**config.mk**
```make
export PLATFORM = sky130hd
export DESIGN_NAME = flyby_dma
export DESIGN_NICKNAME = d
export VERILOG_FILES = /design/src/rtl/flyby_dma_pkg.sv /design/src/rtl/flyby_dma_cfg.sv /design/src/rtl/flyby_dma_ptr.sv /design/src/rtl/flyby_dma_seq.sv /design/src/rtl/flyby_dma.sv
export SDC_FILE = /design/constraint.sdc
export NUM_CORES = 1
export LEC_CHECK = 0
export ABC_AREA = 1
export CAP_MARGIN = 25
export CORE_MARGIN = 4
export CORE_UTILIZATION = 60
export DETAILED_ROUTE_END_ITERATION = 6
export DONT_BUFFER_PORTS = 1
export GPL_TIMING_DRIVEN = 0
export PLACE_DENSITY = 0.82
export REMOVE_ABC_BUFFERS = 1
export SYNTH_ARGS = -nofsm -noshare
export SYNTH_HDL_FRONTEND = slang
export SYNTH_HIERARCHICAL = 1
export SYNTH_SLANG_ARGS = --single-unit
```
**constraint.sdc**
```tcl
create_clock -name clk -period 3.74 [get_ports clk]
set_clock_uncertainty 0.1 [all_clocks]
set_input_delay 0.187 -clock clk [delete_from_list [all_inputs] [get_ports clk]]
set_output_delay 0.187 -clock clk [all_outputs]
set_load 0.02 [all_outputs]
```
**src/rtl/flyby_dma_pkg.sv**
```systemverilog
package flyby_dma_pkg;
  typedef enum logic [2:0] {
    ST_IDLE,
    ST_WAIT,
    ST_REQ,
    ST_XFER,
    ST_GAP
  } seq_state_e;

  localparam logic [1:0] SEL_ADDR = 2'd0;
  localparam logic [1:0] SEL_CNT  = 2'd1;
  localparam logic [1:0] SEL_CTRL = 2'd2;

  localparam int CTRL_GO_BIT  = 0;
  localparam int CTRL_DIR_BIT = 1;
endpackage

```
**src/rtl/flyby_dma_cfg.sv**
```systemverilog
module flyby_dma_cfg
  import flyby_dma_pkg::*;
(
  input  logic       clk,
  input  logic       rst_n,
  input  logic       busy,
  input  logic       cfg_we,
  input  logic [1:0] cfg_sel,
  input  logic [1:0] ctrl_bits,
  output logic       ld_addr,
  output logic       ld_cnt,
  output logic       go,
  output logic       dir_q
);
  logic wr_ok;
  logic dir_d;
  logic dir_en;

  always_comb begin
    wr_ok   = cfg_we && !busy;
    ld_addr = wr_ok && (cfg_sel == SEL_ADDR);
    ld_cnt  = wr_ok && (cfg_sel == SEL_CNT);
    dir_en  = wr_ok && (cfg_sel == SEL_CTRL);
    go      = dir_en && ctrl_bits[CTRL_GO_BIT];
    dir_d   = ctrl_bits[CTRL_DIR_BIT];
  end

  always_ff @(posedge clk or negedge rst_n) begin
    if (!rst_n) begin
      dir_q <= 1'b0;
    end else if (dir_en) begin
      dir_q <= dir_d;
    end
  end

  // direction frozen while a block runs
  p_dir_frozen_r11: assert property (@(posedge clk) disable iff (!rst_n)
    (busy && $past(busy)) |-> $stable(dir_q));
endmodule

```
**src/rtl/flyby_dma_ptr.sv**
```systemverilog
module flyby_dma_ptr #(
  parameter int AW   = 16,
  parameter int CW   = 16,
  parameter int STEP = 1
) (
  input  logic          clk,
  input  logic          rst_n,
  input  logic          ld_addr,
  input  logic          ld_cnt,
  input  logic [AW-1:0] wdata,
  input  logic          step,
  output logic [AW-1:0] addr_q,
  output logic          cnt_zero
);
  localparam logic [AW-1:0] ADDR_INC = AW'(STEP);
  localparam logic [CW-1:0] CNT_ONE  = CW'(1);

  logic [AW-1:0] addr_d;
  logic [CW-1:0] cnt_q;
  logic [CW-1:0] cnt_d;
  logic          addr_en;
  logic          cnt_en;

  always_comb begin
    addr_en = ld_addr || step;
    cnt_en  = ld_cnt || step;
    addr_d  = ld_addr ? wdata : (addr_q + ADDR_INC);
    cnt_d   = ld_cnt ? wdata[CW-1:0] : (cnt_q - CNT_ONE);
    cnt_zero = (cnt_q == '0);
  end

  always_ff @(posedge clk or negedge rst_n) begin
    if (!rst_n) begin
      addr_q <= '0;
    end else if (addr_en) begin
      addr_q <= addr_d;
    end
  end

  always_ff @(posedge clk or negedge rst_n) begin
    if (!rst_n) begin
      cnt_q <= '0;
    end else if (cnt_en) begin
      cnt_q <= cnt_d;
    end
  end

  // the sequencer never steps an exhausted counter
  p_no_underflow_r8: assert property (@(posedge clk) disable iff (!rst_n)
    step |-> !cnt_zero);
  // every word moves the address forward by one step
  p_addr_advance_r6: assert property (@(posedge clk) disable iff (!rst_n)
    (step && !ld_addr) |=> (addr_q == $past(addr_q) + ADDR_INC));
endmodule

```
**src/rtl/flyby_dma_seq.sv**
```systemverilog
module flyby_dma_seq
  import flyby_dma_pkg::*;
(
  input  logic clk,
  input  logic rst_n,
  input  logic go,
  input  logic cnt_zero,
  input  logic dev_req,
  input  logic hold_ack,
  output logic busy,
  output logic step,
  output logic hold_req,
  output logic bus_oe,
  output logic xfer,
  output logic done,
  output logic irq
);
  seq_state_e st_q, st_d;
  logic       fin;
  logic       done_d;

  always_comb begin
    st_d = st_q;
    fin  = 1'b0;
    unique case (st_q)
      ST_IDLE: begin
        if (go) begin
          if (cnt_zero) fin = 1'b1;
          else          st_d = ST_WAIT;
        end
      end
      ST_WAIT: begin
        if (dev_req) st_d = ST_REQ;
      end
      ST_REQ: begin
        if (!dev_req)      st_d = ST_WAIT;
        else if (hold_ack) st_d = ST_XFER;
      end
      ST_XFER: begin
        st_d = ST_GAP;
      end
      ST_GAP: begin
        if (cnt_zero) begin
          st_d = ST_IDLE;
          fin  = 1'b1;
        end else if (!hold_ack || !dev_req) begin
          st_d = ST_WAIT;
        end else begin
          st_d = ST_XFER;
        end
      end
      default: st_d = ST_IDLE;
    endcase
    done_d = fin ? 1'b1 : (go ? 1'b0 : done);
  end

  always_ff @(posedge clk or negedge rst_n) begin
    if (!rst_n) begin
      st_q <= ST_IDLE;
      done <= 1'b0;
      irq  <= 1'b0;
    end else begin
      st_q <= st_d;
      done <= done_d;
      irq  <= fin;
    end
  end

  always_comb begin
    busy     = (st_q != ST_IDLE);
    step     = (st_q == ST_XFER);
    xfer     = (st_q == ST_XFER);
    bus_oe   = (st_q == ST_XFER) || (st_q == ST_GAP);
    hold_req = bus_oe || (st_q == ST_REQ);
  end

  // one strobe cycle, then at least one idle cycle
  p_single_strobe_r6: assert property (@(posedge clk) disable iff (!rst_n)
    xfer |=> !xfer);
  // completion pulse lasts one cycle
  p_irq_pulse_r8: assert property (@(posedge clk) disable iff (!rst_n)
    irq |=> !irq);
  // after losing the grant the bus is not kept
  p_release_on_drop_r10: assert property (@(posedge clk) disable iff (!rst_n)
    (st_q == ST_GAP && !hold_ack) |=> !bus_oe);
endmodule

```
**src/rtl/flyby_dma.sv**
```systemverilog
module flyby_dma
  import flyby_dma_pkg::*;
#(
  parameter int AW   = 16,
  parameter int CW   = 16,
  parameter int STEP = 1
) (
  input  logic          clk,
  input  logic          rst_n,
  input  logic          cfg_we,
  input  logic [1:0]    cfg_sel,
  input  logic [AW-1:0] cfg_wdata,
  input  logic          dev_req,
  input  logic          hold_ack,
  output logic          hold_req,
  output logic          bus_oe,
  output logic [AW-1:0] mem_addr,
  output logic          mem_rd_n,
  output logic          mem_wr_n,
  output logic          dev_rd_n,
  output logic          dev_wr_n,
  output logic          done,
  output logic          irq
);
  logic [1:0]    rst_pipe;
  logic          rst_sync_n;
  logic          busy, ld_addr, ld_cnt, go, dir_q;
  logic          step, xfer, cnt_zero;
  logic [AW-1:0] addr_q;

  always_ff @(posedge clk or negedge rst_n) begin
    if (!rst_n) rst_pipe <= 2'b00;
    else        rst_pipe <= {rst_pipe[0], 1'b1};
  end
  assign rst_sync_n = rst_pipe[1];

  flyby_dma_cfg u_cfg (
    .clk       (clk),
    .rst_n     (rst_sync_n),
    .busy      (busy),
    .cfg_we    (cfg_we),
    .cfg_sel   (cfg_sel),
    .ctrl_bits (cfg_wdata[1:0]),
    .ld_addr   (ld_addr),
    .ld_cnt    (ld_cnt),
    .go        (go),
    .dir_q     (dir_q)
  );

  flyby_dma_ptr #(.AW(AW), .CW(CW), .STEP(STEP)) u_ptr (
    .clk      (clk),
    .rst_n    (rst_sync_n),
    .ld_addr  (ld_addr),
    .ld_cnt   (ld_cnt),
    .wdata    (cfg_wdata),
    .step     (step),
    .addr_q   (addr_q),
    .cnt_zero (cnt_zero)
  );

  flyby_dma_seq u_seq (
    .clk      (clk),
    .rst_n    (rst_sync_n),
    .go       (go),
    .cnt_zero (cnt_zero),
    .dev_req  (dev_req),
    .hold_ack (hold_ack),
    .busy     (busy),
    .step     (step),
    .hold_req (hold_req),
    .bus_oe   (bus_oe),
    .xfer     (xfer),
    .done     (done),
    .irq      (irq)
  );

  always_comb begin
    dev_rd_n = !(xfer && !dir_q);
    mem_wr_n = !(xfer && !dir_q);
    mem_rd_n = !(xfer && dir_q);
    dev_wr_n = !(xfer && dir_q);
    mem_addr = bus_oe ? addr_q : '0;
  end

  // the bus is driven only after a sampled grant
  p_drive_after_grant_r3: assert property (@(posedge clk) disable iff (!rst_sync_n)
    $rose(bus_oe) |-> $past(hold_ack));
  // device-to-memory access pairs device read with memory write
  p_pair_in_r4: assert property (@(posedge clk) disable iff (!rst_sync_n)
    !dev_rd_n |-> (!mem_wr_n && mem_rd_n && dev_wr_n));
  // memory-to-device access pairs memory read with device write
  p_pair_out_r5: assert property (@(posedge clk) disable iff (!rst_sync_n)
    !mem_rd_n |-> (!dev_wr_n && mem_wr_n && dev_rd_n));
  // an access is always paced by a sampled device request
  p_paced_r7: assert property (@(posedge clk) disable iff (!rst_sync_n)
    $rose(xfer) |-> $past(dev_req));
  // output enable only under an outstanding bus request
  p_oe_under_req_r12: assert property (@(posedge clk) disable iff (!rst_sync_n)
    bus_oe |-> hold_req);
  // a bus request starts only from a sampled device request
  p_req_paced_r2: assert property (@(posedge clk) disable iff (!rst_sync_n)
    $rose(hold_req) |-> $past(dev_req));
endmodule

```
**Word-level counts from Yosys, hierarchy flattened**

Cells that the tools add are included.

- Logic and storage cells: 59
- Bits of input ports: 23
- Bits in registers: 40

- Add/subtract/negate cells: 2
- Reduce and logical (&&, ||, !) cells: 24
- Equality and inequality tests: 10
- Mux-type cells: 16

Operators with widths:

| cell | number |
|---|---|
| $mux W16 | 3 |
| $mux W3 | 6 |
| $add A16 B1 Y16 const B | 1 |
| $logic_not A16 Y1 | 1 |
| $sub A16 B1 Y16 const B | 1 |
| $pmux W3 S5 | 1 |
| $logic_and A1 B1 Y1 | 7 |
| $eq A3 B2 Y1 const B | 2 |
| $logic_not A1 Y1 | 6 |
| $logic_or A1 B1 Y1 | 5 |
| $mux W1 | 4 |
| $ne A2 B2 Y1 const B | 2 |
| $reduce_and A4 Y1 | 1 |
| $eq A3 B1 Y1 const B | 1 |
| $eq A3 B3 Y1 const B | 1 |
| $logic_not A3 Y1 | 1 |
| $ne A3 B3 Y1 const B | 1 |
| $reduce_bool A3 Y1 | 1 |
| $eq A2 B1 Y1 const B | 1 |
| $eq A2 B2 Y1 const B | 1 |
| $logic_not A2 Y1 | 1 |
| $mux W2 | 1 |
| $ne A2 B1 Y1 const B | 1 |
| $pmux W1 S2 | 1 |
| $reduce_bool A2 Y1 | 1 |

**Longest topological paths before layout**

- Word-level depth: 8
- Depth in mapped cells: 13

**Cells and area by module**

Netlist, hierarchy kept.

By module, submodules not included:

| module | area an instance (um^2) | instances | cells each |
|---|---|---|---|
| flyby_dma_ptr | 2065.7 | 1 | 288 |
| flyby_dma_seq | 315.3 | 1 | 43 |
| flyby_dma | 244.0 | 1 | 42 |
| flyby_dma_cfg | 90.1 | 1 | 15 |

**Least setup slack after synthesis**

No wires, ideal clock.

- Path kind: reg-to-reg
- From: reg u_seq.st_q[0]
- To: reg u_ptr.addr_q[7]
- Stages on the path, launching flop included: 12
- Required time: 3.513 ns
- Data arrival time: 1.613 ns
- Path slack: 1.900 ns
- Path buffers: 1
- Library setup time: 0.127 ns
- Period minus slack after synthesis: 1.840 ns
- Path through: dfrtp_1 > nor2_4 > nand2_1 > nor2_2 > inv_1 > nor3_2 > inv_2 > nand2_1 > inv_2 > buf_6 > a22oi_1 > o21ai_1

- Longest elaborated chain between the ends: 5
- Elaborated cells on any way between the ends: 7
- Classes of those cells: 1 x eq/ne; 1 x mux; 5 x reduce/logical

RTL lines:

| item | line | RTL |
|---|---|---|
| from (decl) | flyby_dma_seq.sv:18 | `seq_state_e st_q, st_d;` |
| from (signal assigned) | flyby_dma_seq.sv:63 | `st_q <= st_d;` |
| $reduce_bool A3 Y1 * | flyby_dma_seq.sv:70 | `busy = (st_q != ST_IDLE);` |
| named net busy | flyby_dma.sv:27 | `logic busy, ld_addr, ld_cnt, go, dir_q;` |
| $logic_not A1 Y1 * | flyby_dma_cfg.sv:20 | `wr_ok = cfg_we && !busy;` |
| $logic_and A1 B1 Y1 * | flyby_dma_cfg.sv:20 |  |
| $logic_and A1 B1 Y1 * | flyby_dma_cfg.sv:21 | `ld_addr = wr_ok && (cfg_sel == SEL_ADDR);` |
| named net ld_addr | flyby_dma.sv:27 |  |
| $mux W16 / $logic_or A1 B1 Y1 (equally long branches) | flyby_dma_ptr.sv:27, flyby_dma_ptr.sv:25 |  |
| to (signal assigned) | flyby_dma_ptr.sv:36 | `addr_q <= addr_d;` |
| to (decl) | flyby_dma_ptr.sv:12 | `output logic [AW-1:0] addr_q,` |

The timed path passes the listed nets; every way through them passes the cells marked *.
A chain may end at the register's enable or synchronous reset.

**Final worst setup path**

- From: reg u_seq.st_q[0]
- To: reg u_ptr.addr_q[14]

The elaborated chain is that of the path after synthesis.

==> out/metrics.yaml <==
insertion_delay_ps: 290
antenna_left: 0
drt-total-wl_um: 6920
ioPinCount: 47
place.detailed.hpwl_um: 4810
core_um2: 4350
drtIter0Drc: 264
rr_worst_depth: 10
placed_cells: 430
setup_tns_ps: 0
crit_family: "simple AND/OR/NAND/NOR gates"
fin_crit_ps: 2770
yosys.area_share.adder_pct: 0.922
clock-root-buffer: "clkbuf_8"
drt_first_pass_iters: 5
route.met3.wl_um: 313
r2r_setup_slack_ps: 970
synth_area_um2: 2720
hold_class: "in -> reg"
dieArea_um2: 5670
yosys.area_share.simple_pct: 35.1
grt_usage_pct: 26.6
grt_pass1_wl_um: 11500
hold_viol_final: 0
numClockSinks: 40
route.detailed.drc: 0
yosysSeqAreaShare_pct: 36.9
overflow: 0
slew_viol_final: 0
ir_drop_v: 0.000337
path_class: "reg -> reg"
die_height_um: 75.3
cts_resized: 0
path_common_cell: "nand2_1"
worst_setup_path_end_kind: "flop"
reg2reg_to: "u_ptr/addr_q[14]"
power_density_nw_per_um2: 712
avgSynthCellArea_um2: 7.00
grt_pass1_vias: 2524
synth-compound-area-share_pct: 12.2
synth-xor-area-share_pct: 3.23
crit_chain: "nor2_4 -> nand2_1 -> nor2_2 -> inv_1 -> nor3_2 -> inv_2 -> nand2_1 -> inv_1 -> nand3_1 -> nand2_1"
syn-instance-count: 388
slew_headroom_pct: 30.2
syn2layout_area_growth_pct: 9.59
antenna_found_initial: 1
globalplace.congestion: 0.888
regToRegStartpoint: "u_seq/st_q[0]"
critPathRequiredTime_ps: 3830
finalCritPeriodShare_pct: 74.1
crit_slowest_cell: "nor3_2"
wl_met1_um: 3000
layout.cells.non_filler: 457
clockBufferDepth: 2
drt-wirelength-per-cell_um: 15.1
nets: 428
io_buffer_count: 0
clk_pin_slew_ps: 80
grt_max_degree: 39
worstPathMaxFanout: 14
initial_core_util_pct: 62.4
cts_tree: "yes"
max_freq_mhz: 361
via_per_inst: 5.65
status: "finished, final reports clean"
ys_ff_latch: 40
hold_depth: 4
wl_met2_um: 3490
routed.top_layer: "met4"
ys_types: 34
ys_warn_count: 6
worstHoldEndpoint: "u_cfg/dir_q"
htreeDepth: 2
cp_num_buf_inv: 3
drv_cap: 0
fp.dieW_um: 75.3
final-setup-viol-count: 0
power.leakage_nw: 1.52
min-delay-start: "cfg_sel[1]"
crit_path_start: "u_seq/st_q[0]"
synth_mux_area_share_pct: 0
synth_top_family_by_area: "simple AND/OR/NAND/NOR gates"
drive_above_1_share_pct: 10.6
via_count: 2583
numCtsBuffers: 5
rsz0062_at_grt: "no"
worstMarginPinSlew_ps: 1040
start_kind: "flop"
worstPathArrival_ps: 2860
rows: 24
critPathMaxStageDelay_ps: 790
==> layer usage <==
layer	up-vias	GRT usage [%]
li1	1259	-
met1	1236	34.5
met2	78	44.7
met3	10	4.67
met4	0	9.71
met5	-	0
==> worst max path at each step <==
stage,to,slack [ps],cells after the start
5_1_grt,u_ptr/addr_q[9],710,10
2_1_floorplan,u_ptr/cnt_q[13],1440,8
3_5_place_dp,u_ptr/addr_q[14],1050,10
3_3_place_gp,u_ptr/cnt_q[13],780,8
4_1_cts,u_ptr/addr_q[14],1030,10
6_report,u_ptr/addr_q[14],970,10
==> worst reg2reg max path: cells and delay by family (launching register included) <==
kind                   cells  cell delay [ps]
AND/OR/NAND/NOR            7             1660
buffers and inverters      3              460
flip-flops                 1              440
==> cell families after synthesis <==
logic type	count (synthesis)
compound gates	50
xor+xnor	10
fa+ha+maj	2
buf+inv	71
flops	40
other cells	1
simple gates	214
==> per-stage QoR <==
stage	total power, mW	setup WS (ps)	util [%]	instance area, um^2	hold slack, ps
floorplan	1.57	1440	-	2630	-209
global placement	1.73	784	61.8	2690	-209
detailed placement	1.78	1050	62.1	2700	-209
CTS	2.11	1030	68.3	2970	5.80
global route	2.30	705	68.3	2980	16.3
finish	2.12	969	68.3	2980	13.8
==> state kept, by name (all words and copies together) (netlist names) <==
register and flops:
u_ptr/cnt_q 16, u_seq/st_q 3, u_cfg/dir_q 1, u_ptr/addr_q 16, u_seq/done 1, rst_pipe 2, u_seq/irq 1
==> cell usage after synthesis, drive strengths merged <==
cell type,number,area [um^2]
a21oi,6,30.0
a22oi,21,158
buf,10,86.3
clkbuf,1,3.75
conb,1,3.75
dfrtp,40,1000
ha,2,25.0
inv,60,225
nand2,114,453
nand3,35,185
nand3b,1,7.51
nand4,3,18.8
nor2,57,262
nor3,3,20.0
o211ai,1,7.51
o21ai,16,83.8
o21bai,4,33.8
o221ai,2,17.5
or2,1,6.26
xnor2,5,43.8
xor2,5,43.8
==> where the power goes <==
part	internal, mW	leakage (nW)	total (mW)	switching [mW]
Clock	0.151	0.0455	0.308	0.157
Combinational	0.343	0.975	0.947	0.603
Sequential	0.614	0.500	0.864	0.250
==> cells in the final DEF (no fill, tap or decap), types with 7 or more instances in the layout <==
cell / n
a22oi_1: 21
o21ai_0: 8
nand3_1: 33
o21ai_1: 7
nand2_2: 10
nor2_1: 44
dfrtp_1: 39
nor2_2: 10
inv_2: 7
dlygate4sd3_1: 18
nand2_1: 104
inv_1: 53
==> what timing repair did <==
| item | 4_1_cts | 5_1_grt |
|---|---|---|
| hold buffers | 18 | 0 |
| setup buffers | 0 | 0 |
| endpoints found under the hold margin | 34 | 0 |
==> area by class of cell <==
type | count | area (um^2)
Multi-Input combinational cell | 277 | 1400
Fill cell | 366 | 1380
Sequential cell | 40 | 1000
Inverter | 60 | 225
Timing Repair Buffer | 19 | 191
Clock buffer | 8 | 90.1
Tap cell | 52 | 65.1
Antenna cell | 1 | 2.50
(Power assumes the default switching activity.)
